File: config.mk
export PLATFORM = sky130hd
export DESIGN_NAME = can_irq_flags
export DESIGN_NICKNAME = d
export VERILOG_FILES = /design/src/rtl/can_irq_pkg.sv /design/src/rtl/can_irq_stchg.sv /design/src/rtl/can_irq_lecq.sv /design/src/rtl/can_irq_flagbank.sv /design/src/rtl/can_irq_modefsm.sv /design/src/rtl/can_irq_flags.sv
export SDC_FILE = /design/constraint.sdc
export NUM_CORES = 1
export LEC_CHECK = 0
export CAP_MARGIN = 20
export CORE_ASPECT_RATIO = 0.9
export CORE_MARGIN = 2
export CORE_UTILIZATION = 44
export CTS_CLUSTER_DIAMETER = 40
export DETAILED_ROUTE_END_ITERATION = 10
export PLACE_DENSITY = 0.92
export SLEW_MARGIN = 20
export SYNTH_ARGS = -nofsm -noshare
export SYNTH_HDL_FRONTEND = slang
export SYNTH_SLANG_ARGS = --single-unit
File: constraint.sdc
create_clock -name clk -period 2.3 [get_ports clk]
set_input_delay 0.69 -clock clk [delete_from_list [all_inputs] [get_ports clk]]
set_output_delay 0.69 -clock clk [all_outputs]
set_load 0.02 [all_outputs]
File: src/rtl/can_irq_pkg.sv
package can_irq_pkg;

    localparam int FLAG_W   = 32;
    localparam int LEC_W    = 3;
    localparam int EVRX_W   = 8;
    localparam int EVTX_W   = 8;
    localparam int NUM_PH   = 2;
    localparam int NUM_EST  = 3;

    localparam int B_RX0    = 0;
    localparam int B_TX0    = 8;
    localparam int B_TSW    = 16;
    localparam int B_MRF    = 17;
    localparam int B_TOO    = 18;
    localparam int B_DRX    = 19;
    localparam int B_BECOR  = 20;
    localparam int B_BEUNC  = 21;
    localparam int B_ELO    = 22;
    localparam int B_EPAS   = 23;
    localparam int B_EWRN   = 24;
    localparam int B_BOFF   = 25;
    localparam int B_WDI    = 26;
    localparam int B_PERRN  = 27;
    localparam int B_PERRD  = 28;
    localparam int B_RSVACC = 29;

    localparam logic [FLAG_W-1:0] RSVD_MASK = 32'hC000_0000;

    typedef enum logic [1:0] {
        MODE_RUN        = 2'd0,
        MODE_INIT       = 2'd1,
        MODE_RESTRICTED = 2'd2
    } mode_e;

endpackage

File: src/rtl/can_irq_stchg.sv
module can_irq_stchg #(
    parameter int N = 3
) (
    input  logic         clk,
    input  logic         rst_n,
    input  logic [N-1:0] lvl_i,
    output logic [N-1:0] chg_o
);
    logic [N-1:0] prev_q;

    always_ff @(posedge clk or negedge rst_n) begin
        if (!rst_n) prev_q <= '0;
        else        prev_q <= lvl_i;
    end

    assign chg_o = lvl_i ^ prev_q;
endmodule

File: src/rtl/can_irq_lecq.sv
module can_irq_lecq #(
    parameter int W = 3
) (
    input  logic         upd_i,
    input  logic [W-1:0] code_i,
    output logic         hit_o
);
    localparam logic [W-1:0] CODE_NONE   = '0;
    localparam logic [W-1:0] CODE_NOCHNG = '1;

    assign hit_o = upd_i && (code_i != CODE_NONE) && (code_i != CODE_NOCHNG);
endmodule

File: src/rtl/can_irq_flagbank.sv
module can_irq_flagbank #(
    parameter int          W    = 32,
    parameter logic [W-1:0] MASK = '0
) (
    input  logic         clk,
    input  logic         rst_n,
    input  logic [W-1:0] set_i,
    input  logic [W-1:0] clr_i,
    output logic [W-1:0] q_o
);
    for (genvar i = 0; i < W; i++) begin : g_bit
        logic bit_q;
        logic bit_d;
        always_comb begin
            if (MASK[i]) bit_d = 1'b0;
            else         bit_d = set_i[i] | (bit_q & ~clr_i[i]);
        end
        always_ff @(posedge clk or negedge rst_n) begin
            if (!rst_n) bit_q <= 1'b0;
            else        bit_q <= bit_d;
        end
        assign q_o[i] = bit_q;
    end
endmodule

File: src/rtl/can_irq_modefsm.sv
module can_irq_modefsm
    import can_irq_pkg::*;
(
    input  logic clk,
    input  logic rst_n,
    input  logic unc_err_i,
    input  logic tx_fail_i,
    input  logic init_rel_i,
    input  logic asm_rel_i,
    output logic init_o,
    output logic asm_o
);
    mode_e state_q, state_d;

    always_comb begin
        state_d = state_q;
        unique case (state_q)
            MODE_RUN: begin
                if (unc_err_i)      state_d = MODE_INIT;
                else if (tx_fail_i) state_d = MODE_RESTRICTED;
            end
            MODE_RESTRICTED: begin
                if (unc_err_i)      state_d = MODE_INIT;
                else if (asm_rel_i) state_d = MODE_RUN;
            end
            MODE_INIT: begin
                if (init_rel_i && !unc_err_i) state_d = MODE_RUN;
            end
            default: state_d = MODE_RUN;
        endcase
    end

    always_ff @(posedge clk or negedge rst_n) begin
        if (!rst_n) state_q <= MODE_RUN;
        else        state_q <= state_d;
    end

    always_comb begin
        init_o = 1'b0;
        asm_o  = 1'b0;
        unique case (state_q)
            MODE_RUN:        ;
            MODE_INIT:       init_o = 1'b1;
            MODE_RESTRICTED: asm_o  = 1'b1;
            default:         ;
        endcase
    end
endmodule

File: src/rtl/can_irq_flags.sv
module can_irq_flags
    import can_irq_pkg::*;
(
    input  logic              clk,
    input  logic              rst_n,
    input  logic [EVRX_W-1:0] rx_evt_i,
    input  logic [EVTX_W-1:0] tx_evt_i,
    input  logic              tsw_i,
    input  logic              tmo_i,
    input  logic              drx_i,
    input  logic              elo_i,
    input  logic              wdi_i,
    input  logic              rsvd_acc_i,
    input  logic              bus_off_i,
    input  logic              err_warn_i,
    input  logic              err_pass_i,
    input  logic              nom_lec_upd_i,
    input  logic [LEC_W-1:0]  nom_lec_i,
    input  logic              dat_lec_upd_i,
    input  logic [LEC_W-1:0]  dat_lec_i,
    input  logic [1:0]        ram_berr_i,
    input  logic              ram_fail_i,
    input  logic              ram_fail_tx_i,
    input  logic              host_wr_i,
    input  logic              host_sel_i,
    input  logic [FLAG_W-1:0] host_wdata_i,
    input  logic              host_init_clr_i,
    input  logic              host_asm_clr_i,
    output logic [FLAG_W-1:0] flags_o,
    output logic [FLAG_W-1:0] irq_en_o,
    output logic              irq_o,
    output logic              ctl_init_o,
    output logic              ctl_asm_o
);
    logic [NUM_EST-1:0] est_chg;
    logic [NUM_PH-1:0]  pe_hit;
    logic [NUM_PH-1:0]  ph_upd;
    logic [LEC_W-1:0]   ph_code [NUM_PH];
    logic [FLAG_W-1:0]  set_vec;
    logic [FLAG_W-1:0]  clr_vec;
    logic [FLAG_W-1:0]  en_q;

    can_irq_stchg #(.N(NUM_EST)) u_stchg (
        .clk   (clk),
        .rst_n (rst_n),
        .lvl_i ({bus_off_i, err_warn_i, err_pass_i}),
        .chg_o (est_chg)
    );

    assign ph_upd     = {dat_lec_upd_i, nom_lec_upd_i};
    assign ph_code[0] = nom_lec_i;
    assign ph_code[1] = dat_lec_i;

    for (genvar p = 0; p < NUM_PH; p++) begin : g_phase
        can_irq_lecq #(.W(LEC_W)) u_lecq (
            .upd_i  (ph_upd[p]),
            .code_i (ph_code[p]),
            .hit_o  (pe_hit[p])
        );
    end

    always_comb begin
        set_vec = '0;
        set_vec[B_RX0 +: EVRX_W] = rx_evt_i;
        set_vec[B_TX0 +: EVTX_W] = tx_evt_i;
        set_vec[B_TSW]    = tsw_i;
        set_vec[B_MRF]    = ram_fail_i;
        set_vec[B_TOO]    = tmo_i;
        set_vec[B_DRX]    = drx_i;
        set_vec[B_BECOR]  = ram_berr_i[0];
        set_vec[B_BEUNC]  = ram_berr_i[1];
        set_vec[B_ELO]    = elo_i;
        set_vec[B_EPAS]   = est_chg[0];
        set_vec[B_EWRN]   = est_chg[1];
        set_vec[B_BOFF]   = est_chg[2];
        set_vec[B_WDI]    = wdi_i;
        set_vec[B_PERRN]  = pe_hit[0];
        set_vec[B_PERRD]  = pe_hit[1];
        set_vec[B_RSVACC] = rsvd_acc_i;
    end

    assign clr_vec = (host_wr_i && !host_sel_i) ? host_wdata_i : '0;

    can_irq_flagbank #(.W(FLAG_W), .MASK(RSVD_MASK)) u_bank (
        .clk   (clk),
        .rst_n (rst_n),
        .set_i (set_vec),
        .clr_i (clr_vec),
        .q_o   (flags_o)
    );

    always_ff @(posedge clk or negedge rst_n) begin
        if (!rst_n)                       en_q <= '0;
        else if (host_wr_i && host_sel_i) en_q <= host_wdata_i;
    end

    assign irq_en_o = en_q;
    assign irq_o    = |(flags_o & en_q);

    can_irq_modefsm u_mode (
        .clk        (clk),
        .rst_n      (rst_n),
        .unc_err_i  (ram_berr_i[1]),
        .tx_fail_i  (ram_fail_i && ram_fail_tx_i),
        .init_rel_i (host_init_clr_i),
        .asm_rel_i  (host_asm_clr_i),
        .init_o     (ctl_init_o),
        .asm_o      (ctl_asm_o)
    );
endmodule

==> results of run 1 <==
==> cell families after synthesis <==
group | count (synthesis) | share of synthesized area
DFF | 67 | 0.5754
buffers and inverters | 39 | 0.09747
other | 1 | 0.001287
and+or+nand+nor | 51 | 0.07385
xor gates and xnor gates | 3 | 0.009018
muxes | 33 | 0.1275
AOI/OAI and AO/OA | 44 | 0.1155
==> worst max-delay path: stages (launching register included) <==
cell and delay, ns:
dfrtp_1 0.39, a22oi_2 0.19, nand2_1 0.09, a221oi_2 0.17, buf_4 0.15, nand4_1 0.10, buf_6 0.16
==> stage by stage <==
step	TNS, ns	utilization	instance area [µm²]
after CTS	0	0.6977	4522
after floorplan	0	-	2918
after detailed placement	-0.09053	0.6699	4342
final	0	0.7012	4544
after global routing	-0.06468	0.7012	4544
after global placement	-0.04750	0.6699	4342
==> cell usage in the layout (no fill, tap or decap) <==
| cell type | count |
|---|---|
| clkinv_2 | 2 |
| nor3_1 | 1 |
| a221oi_1 | 1 |
| a21oi_1 | 2 |
| nand2_1 | 39 |
| nor2b_1 | 2 |
| mux2_2 | 33 |
| or3_1 | 2 |
| xnor2_1 | 3 |
| nand3_1 | 2 |
| a221oi_2 | 2 |
| clkdlybuf4s50_1 | 137 |
| a32o_1 | 2 |
| inv_1 | 1 |
| a22oi_2 | 2 |
| buf_6 | 1 |
| dfrtp_1 | 67 |
| buf_2 | 1 |
| a22o_1 | 2 |
| buf_12 | 3 |
| clkbuf_1 | 1 |
| conb_1 | 2 |
| nor2b_2 | 1 |
| nor2_1 | 1 |
| a21o_1 | 25 |
| a22oi_1 | 8 |
| nand4_1 | 3 |
| clkbuf_8 | 12 |
| buf_4 | 19 |
==> power by group <==
group / switching (W) / internal, W
registers: 0.0000891 / 0.00130
clock network: 0.000396 / 0.000471
logic: 0.000350 / 0.000470
total: 0.000836 / 0.00224
==> flip-flops by register name (all words and copies together), names as in the netlist <==
| name | count |
|---|---|
| irq_en_o | 32 |
| u_bank.g_bit.bit_q | 30 |
| u_mode.state_q | 2 |
| u_stchg.prev_q | 3 |
==> final cells by class <==
class	count	area (µm²)	share of cell area
clock buffer	13	168.9	0.03717
inverter	1	3.754	0.0008260
multi-input combinational	133	982.2	0.2161
sequential	67	1677	0.3689
clock inverter	2	10.01	0.002203
timing repair buffer	161	1590	0.3499
tap	90	112.6	0.02478
==> metal layers <==
| metal | wire (µm) | up-vias | GRT usage |
|---|---|---|---|
| li1 | - | 1073 | - |
| met1 | 2932 | 1112 | 0.2336 |
| met2 | 3927 | 90 | 0.3735 |
| met3 | 447 | 6 | 0.05288 |
| met4 | 65 | 0 | 0.07846 |
| met5 | 0 | - | 0 |
==> what timing repair did <==
action                                 CTS  global route
endpoints found under the hold margin    0             0
pin swaps                                0             2
setup endpoints to repair                1             1
gates resized for setup                  5             5
setup buffers                            0             0
hold buffers                             0             0
==> path summary, 6_finish.rpt <==
kind                       cells after the start                endpoint              start
max                                            6                   irq_o       irq_en_o[14]
min                                            2  u_bank.g_bit[19].bit_q              rst_n
max reg2reg                                    2       u_mode.state_q[1]  u_mode.state_q[1]
min reg2reg                                    2  u_bank.g_bit[25].bit_q  u_stchg.prev_q[2]
max in group asynchronous                      2            irq_en_o[20]              rst_n
min in group clk                               2  u_bank.g_bit[25].bit_q  u_stchg.prev_q[2]
==> key figures, run 1 <==
Logic synthesis
  – Post-synth EDFFs: 0
  – Syn Inst Count: 238
  – Ranking of synthesized cells by area: dfrtp_1 (58%), mux2_2 (13%), buf_4 (9.3%), a21o_1 (6.4%), nand2_1 (5.0%)
  – Yosys cell types: 20
  – Synth cell count leaders: dfrtp_1 (67), nand2_1 (39), buf_4 (36), mux2_2 (33), a21o_1 (25)
  – Most common cell in the netlist: dfrtp_1
  – Yosys top cell by area: dfrtp_1
  – Post-synth top area share: 0.5754
  – Syn_area_per_cell: 12.24 µm²
  – Sequential fraction of the synthesis area: 0.5754
  – Top FF cell, synth: dfrtp_1
  – Ys async rst share: 1.000
  – Synth Register Bits: 67
  – Mapped cell area: 0.002914 mm²
  – Yosys warnings: 0

Clock tree
  – H-tree Lvls: 3
  – CTS tree: built
  – Num CTS Buffers: 9
  – Clock Sinks: 67
  – CTS root buf: clkbuf_8
  – Bufs on Longest Clock Path: 2
  – Reg clk slew, reported paths: 0.07 ns
  – Clock Latency Late Sink: 0.31 ns

Timing
  – Final hold slack: 0.3774 ns
  – Minimum clock period after layout: 2.248 ns
  – Final setup violation count: 0
  – Post-route setup slack: 0.05169 ns
  – Final period util: 0.9775
  – Final hold vios: 0
  – Slew Viols, Final: 0
  – Final clock skew: 0.001469 ns
  – Max Fclk: 444.8 MHz
  – RSZ-0062 raised after global routing: true

Routing
  – WL final: 7.373 mm
  – Drt wl/cell: 15.79 µm
  – # DRC: 0
  – Initial DRC Count: 74
  – ANT nets after route: 0
  – Drt pass-1 iters: 4
  – Routed vias/inst: 4.884
  – Vias: 2281

Setup path
  – R2r setup slk: 1.35 ns
  – CP Class: flop to primary output
  – Crit path arrival time: 1.56 ns
  – Crit path launch type: flop
  – Critical Path RT: 1.61 ns
  – CP endpoint kind: primary output
  – CP Max Fanout: 2

GRT
  – First-pass GRT wire length: 11.54 mm
  – Vias in the first global route: 2416
  – Tot GR Track Use: 0.2038
  – Total gr overflow: 0
  – Pin count of the biggest net entering global routing: 68
  – Initial antenna violation count: 0

Layout
  – Final Non-Filler Cells: 467
  – # fillers: 471
  – NumNets Final: 448
  – Antenna cell count: 0
  – Area grow syn2layout: 55.95%
  – Layout cell share with drive strength beyond 1: 0.2016

Pwr
  – Worst vdd ir: 383.5 µV
  – Design Power: 0.003074 W
  – Pleak: 1.848 nW
  – Cell area power density: 676.4 mW/mm²

Floorplan
  – Chip width: 89.78 µm
  – Die Footprint: 0.007291 mm²
  – Core Rows: 28
  – Core Box Area: 0.006481 mm²
  – Effective utilization at floorplan: 0.4496
  – IO Pins: 142
  – Die H: 81.21 µm

Place
  – Final HPWL from detailed placement: 5.579 mm
  – Port Buf Inserts: 139
  – Placed cell count: 452
  – Final RePlAce weighted congestion: 0.7546
  – Pre-CTS setup slack: -0.09053 ns

Min path
  – Type of the tightest min-delay check: primary input to asynchronous set/reset pin

Outcome
  – Outcome: completed

Run
  – Max-capacitance violation count: 0
(Power assumes the default switching activity.)
==> run 2, diff against run 1 <==
- GPL_ROUTABILITY_DRIVEN: default -> 0
==> results of run 2 <==
The final DEF is identical to that of run 1; final timing and power are the same.
==> run 3, diff against run 2 <==
- RECOVER_POWER: default -> 25
- SLEW_MARGIN: 20 -> 30
==> run 3 against run 2 <==
Effect of this change: the flow now finishes with violations (max-capacitance violations, max-slew violations); fmax about the same; count of clock-buffer cells in the layout unchanged; final area down 0.33%; sequential share of layout area grew 0.12 points; sequential power hardly changed; combinational power down 0.5%; register-to-register slack about the same; cell count is the same; power decreased by 0.12%; clock skew about the same; setup slack better by 0.00066 ns; worst hold slack improved by 0.12 ns; largest cell class unchanged; largest power group unchanged; highest routed layer unchanged.
==> key figures, run 3 (synthesized netlist as in run 1, its figures left out) <==
Floorplan
  – Die Footprint: 0.007291 mm² (unchanged)
  – IO Pins: 142 (unchanged)
  – Core Rows: 28 (unchanged)
  – Core Box Area: 0.006481 mm² (unchanged)
  – Effective utilization at floorplan: 0.4496 (unchanged)
  – Die H: 81.21 µm (unchanged)
  – Chip width: 89.78 µm (unchanged)

Setup path
  – Buffers and inverters on the worst path: 2 (unchanged)
  – Critical path depth: 6 (unchanged)
  – Max stage delay on crit path: 0.39 ns (about the same)
  – Crit path launch type: flop
  – Critical Path Slowest Stage Cell: dfrtp_1
  – Worst Reg-to-Reg Cells: 2 (unchanged)
  – Critical Path RT: 1.61 ns (about the same)
  – CP Class: flop to primary output
  – Crit path arrival time: 1.56 ns (about the same)
  – CP Max Fanout: 2 (unchanged)
  – CP endpoint kind: primary output
  – Critical Path, Cell by Cell: a22oi_2, nand2_1, a221oi_2, buf_4, nand4_1, buf_6
  – Crit path max-delay family: flip-flops

Routing
  – # DRC: 0 (unchanged)
  – WL final: 7.348 mm (-0.34%)
  – Initial DRC Count: 77 (+4.1%)
  – Routed vias/inst: 4.901 (+0.35%)
  – Vias: 2289 (+0.35%)
  – Drt wl/cell: 15.73 µm (-0.34%)
  – Drt pass-1 iters: 4 (unchanged)
  – ANT nets after route: 0 (unchanged)

Pwr
  – Cell area power density: 677.8 mW/mm² (+0.21%)
  – Pleak: 1.842 nW (-0.28%)
  – Worst vdd ir: 383.4 µV (about the same)

Outcome
  – Outcome: finished, violations left
  – Failing checks: max-capacitance violations, max-slew violations

Timing
  – Final hold slack: 0.4950 ns (+0.1176 ns)
  – Post-route setup slack: 0.05235 ns (+0.0006582 ns)
  – Max Fclk: 444.9 MHz (about the same)
  – Final clock skew: 0.001763 ns (+0.0002943 ns)
  – Slew @ Worst Pin: 1.610 ns
  – Final period util: 0.9772 (about the same)
  – Slew headroom: -0.07319
  – Minimum clock period after layout: 2.248 ns (-0.0006582 ns)
  – RSZ-0062 raised after global routing: true
  – Fin Setup TNS: 0 ns (unchanged)
  – Final setup violation count: 0 (unchanged)
  – Slew Viols, Final: 68 (+68)
  – Final hold vios: 0 (unchanged)

Clock tree
  – H-tree Lvls: 3 (unchanged)
  – Clock Latency Late Sink: 0.31 ns (about the same)
  – Reg clk slew, reported paths: 0.07 ns (about the same)
  – CTS root buf: clkbuf_8
  – Bufs on Longest Clock Path: 2 (unchanged)
  – Num CTS Buffers: 9 (unchanged)
  – Setup bufs post-CTS: 0 (unchanged)
  – CTS tree: built
  – Clock Sinks: 67 (unchanged)

Min path
  – Type of the tightest min-delay check: flop to flop
  – Hold depth: 2

GRT
  – Total gr overflow: 0 (unchanged)
  – Vias in the first global route: 2416 (unchanged)
  – First-pass GRT wire length: 11.54 mm (unchanged)
  – Pin count of the biggest net entering global routing: 68 (unchanged)
  – Tot GR Track Use: 0.2038 (unchanged)
  – Initial antenna violation count: 0 (unchanged)

Layout
  – Area grow syn2layout: 55.43%
  – Most frequent cells in the layout: clkdlybuf4s50_1 (137), dfrtp_1 (67), nand2_1 (39)
  – Number of flip-flops in the largest register: 32 (unchanged)
  – Commonest non-fill, non-tap cell in the layout: clkdlybuf4s50_1
  – Antenna cell count: 0 (unchanged)
  – Final Non-Filler Cells: 467 (unchanged)
  – NumNets Final: 448 (unchanged)
  – Layout cell share with drive strength beyond 1: 0.2016 (unchanged)

Place
  – Port Buf Inserts: 139 (unchanged)
  – Placed cell count: 452 (unchanged)
  – Final HPWL from detailed placement: 5.579 mm (unchanged)
  – Pre-CTS setup slack: -0.09053 ns (unchanged)

Run
  – Max-capacitance violation count: 1 (+1)
## run 3: report_power, final
| group | total [W] | leakage [nW] | switching, W | internal, W |
|---|---|---|---|---|
| Clock | 0.000867 | 0.0953 | 0.000396 | 0.000471 |
| Combinational | 0.000816 | 1.03 | 0.000349 | 0.000467 |
| Sequential | 0.00139 | 0.720 | 0.0000893 | 0.00130 |
| Total | 0.00307 | 1.84 | 0.000835 | 0.00223 |
## run 3: final cells by class
| type | count | area (µm²) |
|---|---|---|
| clock buffer | 13 | 168.9 |
| clock inverter | 2 | 10.01 |
| fill | 472 | 1952 |
| inverter | 1 | 3.754 |
| multi-input combinational | 133 | 982.2 |
| sequential | 67 | 1677 |
| tap | 90 | 112.6 |
| timing repair buffer | 161 | 1575 |
## run 3: final timing paths
check / from / endpoint / slack (ns)
min in group asynchronous: rst_n / u_bank.g_bit[19].bit_q / 0.86
worst max-delay path: irq_en_o[14] / irq_o / 0.05
max in group asynchronous: rst_n / irq_en_o[20] / 0.46
worst max register to register: u_mode.state_q[1] / u_mode.state_q[1] / 1.35
worst min-delay path: u_stchg.prev_q[2] / u_bank.g_bit[25].bit_q / 0.49
worst min register to register: u_stchg.prev_q[2] / u_bank.g_bit[25].bit_q / 0.49
## run 3: tightest hold or removal path, delay by kind of cell, from the launching register on
kind / cells / cell delay [ns]
simple gates: 1 / 0.05
xor+xnor: 1 / 0.07
flops: 1 / 0.34
## run 3: timing repair
item                                    4_1_cts  5_1_grt
gates resized for setup                       5        5
hold buffers                                  0        0
endpoints found under the setup margin        1        1
endpoints found under the hold margin         0        0
pin swaps                                     0        2
## run 3: layer usage
layer	up-vias	share of wire	global-route usage
met2	92	0.53	0.3735
li1	1073	-	-
met1	1118	0.40	0.2336
met5	-	0	0
met3	6	0.061	0.05288
met4	0	0.0088	0.07846
## run 3: metrics by stage
| stage | cell area (µm²) | power [W] | util |
|---|---|---|---|
| after floorplan | 2918 | 0.001761 | - |
| after global placement | 4342 | 0.002198 | 0.6699 |
| after detailed placement | 4342 | 0.002223 | 0.6699 |
| after CTS | 4522 | 0.003104 | 0.6977 |
| after global routing | 4529 | 0.003222 | 0.6988 |
| final | 4529 | 0.003070 | 0.6988 |
